$ cat src/rtl/drv_fault_guard_pkg.sv
`timescale 1ns/1ps
package drv_fault_guard_pkg;
  // Strobes from control to the per-channel datapath
  typedef struct packed {
    logic clearAll;    // hold latches and counters at zero
    logic outputsOff;  // no channel may qualify a fault
  } guardStrobes_t;
endpackage

$ cat src/rtl/drv_fault_guard_ctrl.sv
`timescale 1ns/1ps
module drv_fault_guard_ctrl
  import drv_fault_guard_pkg::*;
(
  input  logic          overTemp,
  input  logic          underVolt,
  input  logic          enRst,
  input  logic          anyLatched,
  output guardStrobes_t strobes,
  output logic          globalOff,
  output logic          faultFlagN
);
  logic resetLike;

  always_comb begin
    // undervoltage behaves as a held enable/reset
    resetLike          = enRst | underVolt;
    strobes.clearAll   = resetLike;
    strobes.outputsOff = resetLike | overTemp;
    globalOff          = strobes.outputsOff;
    faultFlagN         = ~(anyLatched | overTemp);
  end
endmodule

$ cat src/rtl/drv_fault_guard_dp.sv
`timescale 1ns/1ps
module drv_fault_guard_dp
  import drv_fault_guard_pkg::*;
#(
  parameter int CH_COUNT    = 8,
  parameter int QUAL_CYCLES = 200
) (
  input  logic                clk,
  input  logic                rstN,
  input  guardStrobes_t       strobes,
  input  logic [CH_COUNT-1:0] chanOn,
  input  logic [CH_COUNT-1:0] ocTrip,
  output logic [CH_COUNT-1:0] latched,
  output logic                anyLatched
);
  localparam int CNT_W = (QUAL_CYCLES > 1) ? $clog2(QUAL_CYCLES) : 1;
  localparam logic [CNT_W-1:0] LAST_CNT = CNT_W'(QUAL_CYCLES - 1);

  for (genvar ch = 0; ch < CH_COUNT; ch++) begin : g_chan
    logic [CNT_W-1:0] qualCnt;
    logic             qualify;

    always_comb
      qualify = chanOn[ch] & ocTrip[ch] & ~strobes.outputsOff & ~latched[ch];

    always_ff @(posedge clk or negedge rstN) begin
      if (!rstN) begin
        qualCnt     <= '0;
        latched[ch] <= 1'b0;
      end else if (strobes.clearAll) begin
        qualCnt     <= '0;
        latched[ch] <= 1'b0;
      end else if (!qualify) begin
        qualCnt     <= '0;
      end else if (qualCnt == LAST_CNT) begin
        qualCnt     <= '0;
        latched[ch] <= 1'b1;
      end else begin
        qualCnt     <= qualCnt + 1'b1;
      end
    end
  end

  always_comb anyLatched = |latched;
endmodule

$ cat src/rtl/drv_fault_guard.sv
`timescale 1ns/1ps
module drv_fault_guard
  import drv_fault_guard_pkg::*;
#(
  parameter int CH_COUNT    = 8,
  parameter int QUAL_CYCLES = 200
) (
  input  logic                clk,
  input  logic                rstN,
  input  logic [CH_COUNT-1:0] chanOn,
  input  logic [CH_COUNT-1:0] ocTrip,
  input  logic                overTemp,
  input  logic                underVolt,
  input  logic                enRst,
  output logic [CH_COUNT-1:0] shutMask,
  output logic                globalOff,
  output logic                faultFlagN
);
  guardStrobes_t strobes;
  logic          anyLatched;

  drv_fault_guard_ctrl u_ctrl (
    .overTemp   (overTemp),
    .underVolt  (underVolt),
    .enRst      (enRst),
    .anyLatched (anyLatched),
    .strobes    (strobes),
    .globalOff  (globalOff),
    .faultFlagN (faultFlagN)
  );

  drv_fault_guard_dp #(
    .CH_COUNT    (CH_COUNT),
    .QUAL_CYCLES (QUAL_CYCLES)
  ) u_dp (
    .clk        (clk),
    .rstN       (rstN),
    .strobes    (strobes),
    .chanOn     (chanOn),
    .ocTrip     (ocTrip),
    .latched    (shutMask),
    .anyLatched (anyLatched)
  );
endmodule

$ cat config.mk
export PLATFORM = sky130hd
export DESIGN_NAME = drv_fault_guard
export DESIGN_NICKNAME = d
export VERILOG_FILES = /design/src/rtl/drv_fault_guard_pkg.sv /design/src/rtl/drv_fault_guard_ctrl.sv /design/src/rtl/drv_fault_guard_dp.sv /design/src/rtl/drv_fault_guard.sv
export SDC_FILE = /design/constraint.sdc
export NUM_CORES = 1
export LEC_CHECK = 0
export BUFFER_PORTS_ARGS = -buffer_cell sky130_fd_sc_hd__buf_2
export CAP_MARGIN = 20
export CORE_ASPECT_RATIO = 1.25
export CORE_MARGIN = 2
export CORE_UTILIZATION = 58
export CTS_CLUSTER_DIAMETER = 30
export DETAILED_ROUTE_END_ITERATION = 10
export PLACE_DENSITY = 0.79
export SKIP_CTS_REPAIR_TIMING = 1
export SLEW_MARGIN = 15
export SYNTH_ARGS = -nofsm -noshare
export SYNTH_HDL_FRONTEND = slang
export SYNTH_SLANG_ARGS = --single-unit
export TNS_END_PERCENT = 50
$ cat constraint.sdc
create_clock -name clk -period 1.6 [get_ports clk]
set_clock_uncertainty 0.05 [all_clocks]
set_input_delay 0.16 -clock clk [delete_from_list [all_inputs] [get_ports clk]]
set_output_delay 0.16 -clock clk [all_outputs]
set_load 0.01 [all_outputs]
After elaboration in Yosys (flattened, before gate mapping)
Index checks and enable logic that the tools add are counted.
- $add $sub $neg: 8
- multiplexer cells: 48
- reduce and logical (&&, ||, !) cells: 25
- equal/unequal tests: 8
- bitwise gates (word level): 37
- operator list (kind ; count):
    $mux 8 ; 24
    $add 8x1->8 const B ; 8
    $eq 8x8->1 const B ; 8
    $reduce_bool 2->1 ; 16
    $and 1x1->1 ; 24
    $mux 1 ; 24
    $reduce_and 2->1 ; 8
    $not 1->1 ; 10
    $reduce_or 8->1 ; 1
    $or 1x1->1 ; 3
- input port bits: 21
- word-level logic and storage cells: 142
- register bits: 72
- output and inout port bits: 10

Logic depth before layout (Yosys ltp)
Gate-level depths: netlist (run 1).
- depth after elaboration: 7
- gate-level depth with buffers: 5
- depth with buffers taken out: 4

By module
Synthesis (run 1) repeated with hierarchy kept, for this count alone.
- cells, all modules: 337
- area, all modules: 3458.3 µm²
- modules (own cells, without submodules) (module ; instances ; cells an instance ; area each (µm²) ; sequential area each (µm²)):
    drv_fault_guard_dp ; 1 ; 332 ; 3427.0 ; 1801.7
    drv_fault_guard_ctrl ; 1 ; 5 ; 31.3 ; 0.0

Worst setup path after synthesis (run 1)
Ideal clock, no wire load.
- path type: register to register
- start: register u_dp.g_chan[7].qualCnt[3]
- end: register u_dp.g_chan[7].qualCnt[3]
- required time: 1.425 ns
- clock period less this slack: 1.429 ns
- setup slack: 0.171 ns
- setup time: 0.125 ns
- cell stages (with the launch flop): 4
- arrival time: 1.254 ns
- path buffers: 0
- cell sequence: dfrtp_1 > or4b_4 > o211ai_2 > nor2_1
- longest elaborated chain between the ends: 4
- elaborated cells on any way between the ends: 5
- classes of those cells: 1 x add/sub; 1 x eq/ne; 3 x mux
- RTL lines (item ; RTL line ; source):
    start: declaration ; drv_fault_guard_dp.sv:20 ; logic [CNT_W-1:0] qualCnt;
    start signal: assignment ; drv_fault_guard_dp.sv:39 ; qualCnt <= qualCnt + 1'b1;
    $add 8x1->8 or $eq 8x8->1 (tied branches) ; drv_fault_guard_dp.sv:39, drv_fault_guard_dp.sv:35 ;
    $mux 8 (*) ; drv_fault_guard_dp.sv:35 ; end else if (qualCnt == LAST_CNT) begin
    $mux 8 (*) ; drv_fault_guard_dp.sv:33 ; end else if (!qualify) begin
    $mux 8 (*) ; drv_fault_guard_dp.sv:30 ; end else if (strobes.clearAll) begin
Mark *: on every way between the ends. The rest lies on a longest branch, timed or not.
A chain may end at the register's enable or synchronous reset.

Worst setup path in the final report (run 1)
- start: register u_dp.latched[4]
- end: output port faultFlagN
- longest elaborated chain between the ends: 3
- RTL lines (item ; RTL line ; source):
    start: declaration ; drv_fault_guard_dp.sv:13 ; output logic [CH_COUNT-1:0] latched,
    start signal: indexed assignment ; drv_fault_guard_dp.sv:29 ; latched[ch] <= 1'b0;
    start signal: indexed assignment ; drv_fault_guard_dp.sv:32 ; latched[ch] <= 1'b0;
    start signal: indexed assignment ; drv_fault_guard_dp.sv:37 ; latched[ch] <= 1'b1;
    $reduce_or 8->1 ; drv_fault_guard_dp.sv:44 ; always_comb anyLatched = |latched;
    $or 1x1->1 ; drv_fault_guard_ctrl.sv:21 ; faultFlagN = ~(anyLatched | overTemp);
    $not 1->1 ; drv_fault_guard_ctrl.sv:21 ;
    end: declaration ; drv_fault_guard.sv:17 ; output logic faultFlagN
Every way passes these cells.

==> results of run 1 <==
-- synth_stat cells, drive strengths merged --
| cell type | count | area, µm² |
|---|---|---|
| or3 | 37 | 231.5 |
| o21a | 8 | 60.06 |
| nand4b | 2 | 17.52 |
| inv | 3 | 11.26 |
| dfrtp | 72 | 1802 |
| or4b | 1 | 13.76 |
| a21oi | 2 | 10.01 |
| buf | 8 | 76.31 |
| xnor2 | 8 | 70.07 |
| o211ai | 1 | 12.51 |
| nor4 | 5 | 37.53 |
| a31oi | 1 | 6.260 |
| o21ai | 23 | 115.1 |
| a211oi | 21 | 262.8 |
| xor2 | 16 | 140.1 |
| or2 | 1 | 8.760 |
| nand3b | 7 | 52.55 |
| ha | 8 | 100.1 |
| nand2b | 2 | 12.51 |
| and4bb | 1 | 12.51 |
| nor3 | 21 | 185.2 |
| nor3b | 5 | 62.56 |
| nand2 | 20 | 75.07 |
| nand4 | 13 | 81.33 |
| nand3 | 26 | 130.1 |
| nor2 | 28 | 112.6 |
-- per-stage QoR --
step	setup TNS (ps)	cells	hold slack, ps
2_1_floorplan	0	340	-185.6
3_3_place_gp	0	454	166.3
3_5_place_dp	0	454	163.1
4_1_cts	-359.7	467	-204.4
5_1_grt	-219.3	468	179.4
6_report	-151.7	468	170.3
-- registers in the layout, indices dropped and copies added, names as in the netlist --
name                 flops
u_dp.g_chan.qualCnt     64
u_dp.latched             8
-- area by class of cell --
type	instances	area [µm²]	area share
Sequential cell	72	1802	0.4360
Multi-Input combinational cell	257	1828	0.4423
Timing Repair Buffer	38	225.2	0.05450
Inverter	3	11.26	0.002725
Clock inverter	1	5.005	0.001211
Clock buffer	12	155.1	0.03754
Tap cell	85	106.4	0.02573
-- power by group --
| part | internal (mW) | switching [mW] | leakage (nW) |
|---|---|---|---|
| logic | 0.0422 | 0.0738 | 0.518 |
| clock network | 0.619 | 0.599 | 0.0842 |
| registers | 1.82 | 0.00346 | 1.01 |
| total | 2.49 | 0.676 | 1.61 |
-- final timing paths --
kind | startpoint | to | depth (start not counted)
min in group asynchronous | rstN | u_dp.g_chan[7].qualCnt[5] | 3
worst max register to register | u_dp.g_chan[6].qualCnt[0] | u_dp.g_chan[6].qualCnt[6] | 4
worst min register to register | u_dp.g_chan[0].qualCnt[0] | u_dp.g_chan[0].qualCnt[0] | 1
worst min-delay path | ocTrip[7] | u_dp.latched[7] | 4
worst max-delay path | u_dp.latched[4] | faultFlagN | 4
max in group asynchronous | rstN | u_dp.g_chan[6].qualCnt[4] | 3
-- worst max-delay path: cells and delay by family, from the launching register on --
| family | cells | cell delay [ps] |
|---|---|---|
| simple gates | 3 | 610 |
| buf+inv | 1 | 170 |
| flops | 1 | 420 |
-- kinds of logic after synthesis --
family	Yosys count	synth area share
xor+xnor	24	0.05681
flops	72	0.4870
simple gates	169	0.2793
buf+inv	11	0.02367
fa+ha+maj	8	0.02706
compound gates	56	0.1261
-- per-layer routing --
metal | vias to the layer above | track usage | wire, µm
li1 | 1337 | - | -
met1 | 1296 | 0.2885 | 2979
met2 | 62 | 0.3500 | 3329
met3 | 8 | 0.04203 | 300
met4 | 0 | 0.08772 | 96
met5 | - | 0 | 0
-- cell usage in the layout (no fill, tap or decap), types with 2 or more instances in the layout --
cell type | netlist | routed
dfrtp_1 | 72 | 72
or3_1 | 37 | 37
buf_2 | 1 | 30
nand3_1 | 26 | 26
nor2_1 | 25 | 25
o21ai_0 | 23 | 23
a211oi_2 | 21 | 21
nand2_1 | 20 | 20
xor2_1 | 16 | 16
nor3_2 | 16 | 16
nand4_1 | 13 | 13
clkbuf_8 | 0 | 11
xnor2_1 | 8 | 8
o21a_1 | 8 | 8
nand3b_1 | 7 | 7
ha_1 | 8 | 7
buf_4 | 2 | 6
nor3b_2 | 5 | 5
nor3_1 | 5 | 5
inv_1 | 3 | 3
nor2_2 | 3 | 3
nor4_1 | 4 | 3
a21oi_1 | 2 | 2
nand2b_1 | 2 | 2
nand4b_1 | 2 | 2
==> results_tabular.tex, run 1 <==
\begin{tabular}{lr}
\hline
Metric & Value \\
\hline
\multicolumn{2}{l}{\textbf{Run status}} \\
\quad Run status & finished with violations \\
\quad Violated checks & negative setup slack \\
\multicolumn{2}{l}{\textbf{Synthesis}} \\
\quad Total of flip-flops plus latches after synthesis & 72 \\
\quad Yosys Warn Count & 0 \\
\quad Share of the yosys chip area belonging to registers & 0.4870 \\
\quad Number of nets in the synthesized netlist & 369 \\
\quad Distinct cell type count of the synthesized netlist & 31 \\
\quad Cells after Synth & 340 \\
\quad Mapped Area & 0.003700 mm² \\
\quad Avg Synthesized Cell Area & between 10 and 15 µm² \\
\multicolumn{2}{l}{\textbf{Global route}} \\
\quad Largest net degree at the start of global routing & 73 \\
\quad Initial antenna violation count & 0 \\
\quad Via count of the first global-routing pass & 2611 \\
\quad GRT Residual Overflow & 0 \\
\quad Wire length of the first global-routing pass & about 12 mm \\
\quad Total track usage & 0.2185 \\
\multicolumn{2}{l}{\textbf{Placement}} \\
\quad Final RePlAce weighted congestion & between 0.7 and 0.8 \\
\quad Input/output buffers & 30 \\
\quad Placed cell area & about 0.0039 mm² \\
\quad Final HPWL DP & about 4.8 mm \\
\quad Place WS & 20.89 ps \\
\multicolumn{2}{l}{\textbf{Run}} \\
\quad Maxcap violations & 0 \\
\multicolumn{2}{l}{\textbf{Finish}} \\
\quad Final core utilization & 0.6703 \\
\quad Final design instance area without fill & 0.004133 mm² \\
\quad Synth-to-Final Area Change & 11.70\% \\
\quad Fraction of layout instances using a drive strength above 1 & 0.2611 \\
\quad Fill cell count & between 400 and 500 \\
\quad Antenna diode count & 0 \\
\quad Total Nets Final & just over 400 \\
\multicolumn{2}{l}{\textbf{Route}} \\
\quad Number of routed nets with antenna violations & 0 \\
\quad Total wire length after detailed routing & around 6.7 mm \\
\quad Via count & approximately 2.7k \\
\quad Number of remaining DRC errors & 0 \\
\quad Drt first pass iters & 4 \\
\quad Detail-routed net length per standard cell & 14.33 µm \\
\quad Iter 0 DRT Violations & 125 \\
\quad Via density per instance & $\sim$5.8 \\
\multicolumn{2}{l}{\textbf{Timing}} \\
\quad Final worst path period share & 1.095 \\
\quad Highest achievable clock rate & 0.5709 GHz \\
\quad Setup repair after global routing missed its margin & true \\
\quad Slew @ Worst Pin & a little over 400 ps \\
\quad Final number of setup-violating endpoints & 1 \\
\quad Time the worst path needs with I/O delays and setup & roughly 1800 ps \\
\quad Setup slack after layout & -151.7 ps \\
\quad Count of endpoints failing hold in the final timing report & 0 \\
\quad Max Transition Viols Final & 0 \\
\quad Max-slew headroom at the worst pin & 0.7312 \\
\multicolumn{2}{l}{\textbf{Floorplanning}} \\
\quad Area of the core & 0.006166 mm² \\
\quad Row cnt & 32 \\
\quad Overall die area & 0.007038 mm² \\
\quad Io pins & 31 \\
\quad Horizontal extent of the die & between 70 and 80 µm \\
\quad Effective utilization at floorplan & 0.6000 \\
\quad Vertical die dimension & slightly above 90 µm \\
\multicolumn{2}{l}{\textbf{Setup path}} \\
\quad Worst Path Required & roughly 1400 ps \\
\quad Kind of critical path & reg -> out \\
\quad Crit path launch type & flip-flop \\
\quad Critical-path maximum fanout & 4 \\
\quad Kind of end point of the critical path & primary output \\
\quad Critical path's largest stage delay & 420 ps \\
\quad Worst path cell trace & nor4\_4, nand2\_1, nor4\_1, buf\_2 \\
\quad Register-to-register setup slack & 70 ps \\
\quad Arrival time of data at the critical path endpoint & $\sim$1500 ps \\
\quad Crit-path slowest cell & dfrtp\_1 \\
\multicolumn{2}{l}{\textbf{Power and ir drop}} \\
\quad Leak pwr & $\sim$1.6 nW \\
\quad Power per unit of standard cell area & roughly 760 mW/mm² \\
\quad Worst vdd rail ir drop & 0.5745 mV \\
\quad Total power of the final layout & 3.161 mW \\
\multicolumn{2}{l}{\textbf{Hold path}} \\
\quad Min-Delay Path Class & in -> reg \\
\multicolumn{2}{l}{\textbf{CTS}} \\
\quad Clock transition time at the flip-flop clock pins of the worst setup and hold paths & roughly 70 ps \\
\quad CTS buffer count & 9 \\
\quad Maximum count of clock buffers along a single path & 2 \\
\quad Clock tree root buffer cell & clkbuf\_8 \\
\quad Clock tree from TritonCTS & yes \\
\quad Clock Sink Count & approximately 70 \\
\quad Maximum level of the CTS H-tree & 3 \\
\quad Clock insertion delay at the later pin of the skew report & 340 ps \\
\hline
\end{tabular}
Note: power is estimated with default switching activity, not from simulation.
==> run 2: changes to the inputs <==
--- a/config.mk
+++ b/config.mk
@@ -7,9 +7,11 @@
 export LEC_CHECK = 0
 export BUFFER_PORTS_ARGS = -buffer_cell sky130_fd_sc_hd__buf_2
 export CAP_MARGIN = 20
-export CORE_ASPECT_RATIO = 1.25
+export CELL_PAD_IN_SITES_DETAIL_PLACEMENT = 0
+export CELL_PAD_IN_SITES_GLOBAL_PLACEMENT = 2
+export CORE_ASPECT_RATIO = 0.75
 export CORE_MARGIN = 2
-export CORE_UTILIZATION = 58
+export CORE_UTILIZATION = 39
 export CTS_CLUSTER_DIAMETER = 30
 export DETAILED_ROUTE_END_ITERATION = 10
 export PLACE_DENSITY = 0.79
==> results_tabular.tex, run 2 (synthesized netlist as in run 1, its figures left out) <==
\begin{tabular}{lr}
\hline
Metric & Value \\
\hline
\multicolumn{2}{l}{\textbf{Run status}} \\
\quad Run status & finished with violations \\
\quad Violated checks & negative setup slack \\
\multicolumn{2}{l}{\textbf{Global route}} \\
\quad Wire length of the first global-routing pass & 12.75 mm (+8.8\%) \\
\quad Total track usage & 0.1631 (-0.05536) \\
\quad Via count of the first global-routing pass & 2590 (-0.80\%) \\
\quad Largest net degree at the start of global routing & 73 (unchanged) \\
\quad GRT Residual Overflow & 0 (unchanged) \\
\quad Initial antenna violation count & 0 (unchanged) \\
\multicolumn{2}{l}{\textbf{Setup path}} \\
\quad Kind of critical path & reg -> out \\
\quad Worst reg2reg endpoint & u\_dp.g\_chan[7].qualCnt[3] \\
\quad Crit Reg-Reg Startpoint & u\_dp.g\_chan[7].qualCnt[3] \\
\quad Crit path launch type & flip-flop \\
\quad Critical-path maximum fanout & 4 (unchanged) \\
\quad Depth of the worst register-to-register path & 3 (-1) \\
\quad Register-to-register setup slack & 130 ps (+60 ps) \\
\quad Worst Path Required & 1390 ps (about the same) \\
\quad Kind of end point of the critical path & primary output \\
\quad Arrival time of data at the critical path endpoint & 1470 ps (-70 ps) \\
\multicolumn{2}{l}{\textbf{Power and ir drop}} \\
\quad Power share of the clock group & 0.480 (+0.095) \\
\quad Total net switching power & 0.7767 mW (+15\%) \\
\quad Internal power summed over all cells & 2.974 mW (+20\%) \\
\quad Worst vdd rail ir drop & 0.4870 mV (-15\%) \\
\quad Power per unit of standard cell area & 866.4 mW/mm² (+13\%) \\
\quad Leak pwr & 1.689 nW (+5.0\%) \\
\quad Sequential Power Share & 0.488 (-0.090) \\
\quad Switching power share of the total & 0.2071 (-0.006761) \\
\quad Combinational power share & 0.032 (-0.005) \\
\multicolumn{2}{l}{\textbf{Timing}} \\
\quad Max-slew headroom at the worst pin & 0.7263 (-0.004918) \\
\quad Setup slack after layout & -84.31 ps (+67.34 ps) \\
\quad Slew @ Worst Pin & 410.2 ps (+6.937 ps) \\
\quad Setup repair after global routing missed its margin & true \\
\quad Highest achievable clock rate & 0.5937 GHz (+4.0\%) \\
\quad Max Transition Viols Final & 0 (unchanged) \\
\quad Final number of setup-violating endpoints & 1 (unchanged) \\
\quad Time the worst path needs with I/O delays and setup & 1684 ps (-67.34 ps) \\
\quad Count of endpoints failing hold in the final timing report & 0 (unchanged) \\
\quad Final worst path period share & 1.053 (-0.04209) \\
\multicolumn{2}{l}{\textbf{Route}} \\
\quad Number of routed nets with antenna violations & 0 (unchanged) \\
\quad Detail-routed net length per standard cell & 14.18 µm (-1.0\%) \\
\quad Number of remaining DRC errors & 0 (unchanged) \\
\quad Via density per instance & 5.124 (-11\%) \\
\quad Via count & 2654 (-1.8\%) \\
\quad Iter 0 DRT Violations & 117 (-6.4\%) \\
\quad Drt first pass iters & 4 (unchanged) \\
\quad Total wire length after detailed routing & 7.347 mm (+9.6\%) \\
\multicolumn{2}{l}{\textbf{CTS}} \\
\quad Clock tree root buffer cell & clkbuf\_16 \\
\quad Maximum level of the CTS H-tree & 3 (unchanged) \\
\quad Maximum count of clock buffers along a single path & 2 (unchanged) \\
\quad Clock Sink Count & 72 (unchanged) \\
\quad Clock transition time at the flip-flop clock pins of the worst setup and hold paths & 50 ps (-20 ps) \\
\quad Clock insertion delay at the later pin of the skew report & 330 ps (about the same) \\
\quad CTS buffer count & 9 (unchanged) \\
\quad Clock tree from TritonCTS & yes \\
\multicolumn{2}{l}{\textbf{Finish}} \\
\quad Final core utilization & 0.4746 (-0.1956) \\
\quad Final design instance area without fill & 0.004329 mm² (+4.8\%) \\
\quad Fraction of layout instances using a drive strength above 1 & 0.2718 (+0.01070) \\
\quad Total Nets Final & 417 (+1.7\%) \\
\quad Commonest non-fill, non-tap cells in the layout & dfrtp\_1 (72), or3\_1 (37), buf\_2 (30) \\
\quad Max FFs per register & 64 (unchanged) \\
\quad Synth-to-Final Area Change & 17.01\% \\
\quad Most frequent standard cell in the layout excluding fill and tap cells & dfrtp\_1 \\
\quad Antenna diode count & 0 (unchanged) \\
\quad Reg with most FFs & u\_dp.g\_chan.qualCnt \\
\quad Largest registers & u\_dp.g\_chan.qualCnt (64), u\_dp.latched (8) \\
\multicolumn{2}{l}{\textbf{Hold path}} \\
\quad Worst Hold Endpoint & u\_dp.g\_chan[7].qualCnt[1] \\
\quad Min-Delay Path Class & in -> reg \\
\quad Hold wc startpoint & enRst \\
\quad WHS Path Cells & 4 (unchanged) \\
\multicolumn{2}{l}{\textbf{Floorplanning}} \\
\quad Effective utilization at floorplan & 0.4056 (-0.1944) \\
\quad Area of the core & 0.009121 mm² (+48\%) \\
\quad Row cnt & 30 (-6.3\%) \\
\quad Horizontal extent of the die & 116.5 µm (+54\%) \\
\quad Vertical die dimension & 88.35 µm (-5.3\%) \\
\quad Io pins & 31 (unchanged) \\
\quad Overall die area & 0.01029 mm² (+46\%) \\
\multicolumn{2}{l}{\textbf{Placement}} \\
\quad Placed cell area & 0.004051 mm² (+2.7\%) \\
\quad Input/output buffers & 30 (unchanged) \\
\quad Final HPWL DP & 5.182 mm (+8.4\%) \\
\quad Final RePlAce weighted congestion & 0.7643 (-0.51\%) \\
\multicolumn{2}{l}{\textbf{Run}} \\
\quad Maxcap violations & 0 (unchanged) \\
\hline
\end{tabular}
## run 2: changes by cell type in the layout (fill, tap and decap cells not counted)
cell,change
ha_1,+1
nor4_4,-1
ha_2,-1
nor4_2,+1
clkbuf_8,-9
clkbuf_16,+9
buf_4,+7
## run 2: area by class of cell
type / count / area (µm²)
Timing Repair Buffer: 45 / 277.8
Multi-Input combinational cell: 257 / 1817
Tap cell: 128 / 160.2
Fill cell: 868 / 4792
Clock buffer: 12 / 256.5
Sequential cell: 72 / 1802
Inverter: 3 / 11.26
Clock inverter: 1 / 5.005
## run 2: worst max-delay path: stages, from the launching register on
cell     delay, ps
dfrtp_1        400
nor4_2         290
nand2_1        110
nor4_1         160
buf_2          170
## run 2: worst max path at each step
stage | startpoint | to | cells past startpoint
2_1_floorplan | u_dp.g_chan[7].qualCnt[3] | u_dp.g_chan[7].qualCnt[3] | 3
3_3_place_gp | underVolt | u_dp.g_chan[5].qualCnt[6] | 4
3_5_place_dp | underVolt | u_dp.g_chan[3].qualCnt[5] | 4
4_1_cts | u_dp.latched[0] | faultFlagN | 4
5_1_grt | u_dp.latched[4] | faultFlagN | 4
6_report | u_dp.latched[4] | faultFlagN | 4
## run 2: power by group through the flow
stage | clock network [mW] | logic, mW | registers [mW]
2_1_floorplan | 0 | 0.0421 | 1.86
3_3_place_gp | 0 | 0.125 | 1.86
3_5_place_dp | 0 | 0.126 | 1.86
4_1_cts | 1.88 | 0.126 | 1.83
5_1_grt | 1.96 | 0.139 | 1.83
6_report | 1.80 | 0.122 | 1.83
## run 2: per-stage QoR
stage                     cells  setup TNS (ps)  hold WS, ps  worst slack [ps]  power [mW]
after floorplan             340               0       -185.6             171.0       1.903
after global placement      504               0        180.5             111.4       1.985
after detailed placement    504               0        177.9             77.52       1.987
after CTS                   517          -218.8       -185.6            -218.8       3.835
after global routing        518          -191.8        192.7            -191.8       3.930
final                       518          -84.31        153.5            -84.31       3.751
## run 2: layer usage
layer | wire length, µm | GRT usage
met1 | 3748 | 0.2296
met2 | 3282 | 0.2378
met3 | 246 | 0.05959
met4 | 69 | 0.04545
met5 | 0 | 0
==> run 3: changes to the inputs <==
==> constraint.sdc (replaced) <==
create_clock -name clk -period 1.75 [get_ports clk]
set_clock_uncertainty 0.05 [all_clocks]
set_input_delay 0.175 -clock clk [delete_from_list [all_inputs] [get_ports clk]]
set_output_delay 0.175 -clock clk [all_outputs]
set_load 0.01 [all_outputs]
==> results_tabular.tex, run 3 (synthesized netlist as in run 1, its figures left out) <==
\begin{tabular}{lr}
\hline
Metric & Value \\
\hline
\multicolumn{2}{l}{\textbf{Finish}} \\
\quad Commonest non-fill, non-tap cells in the layout & dfrtp\_1 (72), or3\_1 (37), buf\_2 (30) \\
\quad Total Nets Final & 415 (-0.48\%) \\
\quad Reg with most FFs & u\_dp.g\_chan.qualCnt \\
\quad Fraction of layout instances using a drive strength above 1 & 0.2788 (+0.006978) \\
\quad Max FFs per register & 64 (unchanged) \\
\quad Largest registers & u\_dp.g\_chan.qualCnt (64), u\_dp.latched (8) \\
\quad Final core utilization & 0.4824 (+0.007819) \\
\quad Layout Cells excl Fill & 519 (+0.19\%) \\
\quad Final design instance area without fill & 0.004400 mm² (+1.6\%) \\
\quad Most frequent standard cell in the layout excluding fill and tap cells & dfrtp\_1 \\
\quad Antenna diode count & 0 (unchanged) \\
\quad Synth-to-Final Area Change & 18.94\% \\
\multicolumn{2}{l}{\textbf{CTS}} \\
\quad Clock tree root buffer cell & clkbuf\_16 \\
\quad Clock tree from TritonCTS & yes \\
\quad Maximum level of the CTS H-tree & 3 (unchanged) \\
\quad Clock transition time at the flip-flop clock pins of the worst setup and hold paths & 60 ps (about the same) \\
\quad CTS buffer count & 9 (unchanged) \\
\quad Maximum count of clock buffers along a single path & 2 (unchanged) \\
\quad Clock Sink Count & 72 (unchanged) \\
\quad Clock insertion delay at the later pin of the skew report & 340 ps (about the same) \\
\multicolumn{2}{l}{\textbf{Floorplanning}} \\
\quad Row cnt & 30 (unchanged) \\
\quad Area of the core & 0.009121 mm² (unchanged) \\
\quad Io pins & 31 (unchanged) \\
\quad Horizontal extent of the die & 116.5 µm (unchanged) \\
\quad Effective utilization at floorplan & 0.4056 (unchanged) \\
\quad Vertical die dimension & 88.35 µm (unchanged) \\
\quad Overall die area & 0.01029 mm² (unchanged) \\
\multicolumn{2}{l}{\textbf{Timing}} \\
\quad Minimum hold slack & 163.9 ps (+10.45 ps) \\
\quad Max Transition Viols Final & 0 (unchanged) \\
\quad Time the worst path needs with I/O delays and setup & 1707 ps \\
\quad Final worst path period share & 0.9753 \\
\quad Setup repair after global routing missed its margin & true \\
\quad Max-slew headroom at the worst pin & 0.7201 (-0.006203) \\
\quad Setup slack after layout & 43.19 ps (+127.5 ps) \\
\quad Slew @ Worst Pin & 419.9 ps (+9.745 ps) \\
\quad Highest achievable clock rate & around 0.59 GHz \\
\quad Final number of setup-violating endpoints & 0 (-1) \\
\quad Count of endpoints failing hold in the final timing report & 0 (unchanged) \\
\multicolumn{2}{l}{\textbf{Setup path}} \\
\quad Worst Path Required & 1520 ps (+130 ps) \\
\quad Arrival time of data at the critical path endpoint & 1480 ps (about the same) \\
\quad Kind of end point of the critical path & primary output \\
\quad Kind of critical path & reg -> out \\
\quad Crit path launch type & flip-flop \\
\quad Critical-path maximum fanout & 3 (-1) \\
\multicolumn{2}{l}{\textbf{Placement}} \\
\quad Place WS & 205.0 ps (+127.5 ps) \\
\quad Input/output buffers & 30 (unchanged) \\
\quad Placed cell area & 0.003999 mm² (-1.3\%) \\
\quad Final HPWL DP & 5.063 mm (-2.3\%) \\
\quad Final RePlAce weighted congestion & 0.7405 (-3.1\%) \\
\quad Placed Cells & 497 (-1.4\%) \\
\multicolumn{2}{l}{\textbf{Route}} \\
\quad Detail-routed net length per standard cell & 14.40 µm (+1.5\%) \\
\quad Via count & 2660 (+0.23\%) \\
\quad Drt first pass iters & 4 (unchanged) \\
\quad Iter 0 DRT Violations & 123 (+5.1\%) \\
\quad Number of routed nets with antenna violations & 0 (unchanged) \\
\quad Total wire length after detailed routing & 7.475 mm (+1.7\%) \\
\quad Number of remaining DRC errors & 0 (unchanged) \\
\quad Via density per instance & 5.125 (about the same) \\
\multicolumn{2}{l}{\textbf{Global route}} \\
\quad Initial antenna violation count & 0 (unchanged) \\
\quad Total track usage & 0.1663 (+0.003193) \\
\quad GRT Residual Overflow & 0 (unchanged) \\
\quad Via count of the first global-routing pass & 2592 (+0.077\%) \\
\quad Largest net degree at the start of global routing & 73 (unchanged) \\
\quad Wire length of the first global-routing pass & 13.05 mm (+2.3\%) \\
\multicolumn{2}{l}{\textbf{Power and ir drop}} \\
\quad Sequential Power Share & 0.433 (-0.055) \\
\quad Combinational power share & 0.029 (-0.003) \\
\quad Power share of the clock group & 0.538 (+0.058) \\
\quad Power per unit of standard cell area & 876.8 mW/mm² (+1.2\%) \\
\quad Internal power summed over all cells & 3.072 mW (+3.3\%) \\
\quad Worst vdd rail ir drop & 0.4298 mV (-12\%) \\
\quad Switching power share of the total & 0.2039 (-0.003187) \\
\quad Leak pwr & 1.710 nW (+1.3\%) \\
\quad Total net switching power & 0.7867 mW (+1.3\%) \\
\multicolumn{2}{l}{\textbf{Run}} \\
\quad Maxcap violations & 0 (unchanged) \\
\multicolumn{2}{l}{\textbf{Hold path}} \\
\quad Min-Delay Path Class & in -> reg \\
\multicolumn{2}{l}{\textbf{Run status}} \\
\quad Run status & completed \\
\hline
\end{tabular}
-- run 3: critical path: stages, from the launching register on --
cell     delay (ps)
dfrtp_1         410
nor4_2          290
nand2_1         130
nor4_2          150
buf_2           170
-- run 3: final timing paths --
path / slack, ps / start / endpoint / cells after the start
setup / recovery: 40 / u_dp.latched[4] / faultFlagN / 4
hold / removal: 160 / enRst / u_dp.g_chan[7].qualCnt[0] / 4
setup reg to reg: 210 / u_dp.g_chan[7].qualCnt[3] / u_dp.g_chan[7].qualCnt[3] / 3
hold reg to reg: 420 / u_dp.g_chan[0].qualCnt[0] / u_dp.g_chan[0].qualCnt[0] / 1
max in group asynchronous: 960 / rstN / u_dp.g_chan[2].qualCnt[7] / 3
min in group asynchronous: 360 / rstN / u_dp.g_chan[0].qualCnt[7] / 3
-- run 3: stage by stage --
step / setup TNS [ps] / power [mW]
2_1_floorplan: 0 / 1.740
3_3_place_gp: 0 / 1.813
3_5_place_dp: 0 / 1.814
4_1_cts: -87.22 / 3.921
5_1_grt: -90.80 / 4.010
6_report: 0 / 3.858
-- run 3: area by class of cell --
class,instances,area [µm²]
fill,854,4721
multi-input combinational,257,1823
sequential,72,1802
clock buffer,12,266.5
timing repair buffer,43,262.8
tap,128,160.2
clock inverter,4,75.07
inverter,3,11.26
-- run 3: power by group through the flow --
| stage | combinational (mW) | clock [mW] | sequential (mW) |
|---|---|---|---|
| after floorplan | 0.0385 | 0 | 1.70 |
| after global placement | 0.112 | 0 | 1.70 |
| after detailed placement | 0.113 | 0 | 1.70 |
| after CTS | 0.113 | 2.14 | 1.67 |
| after global routing | 0.127 | 2.21 | 1.67 |
| final | 0.111 | 2.08 | 1.67 |
-- run 3: routing by layer --
layer,share of wire,up-vias,routed length [µm],GRT usage
met4,0.016,0,121,0.06169
met2,0.42,15,3152,0.2368
met3,0.023,13,171,0.04726
li1,-,1349,-,-
met1,0.54,1283,4029,0.2411
met5,0,-,0,0
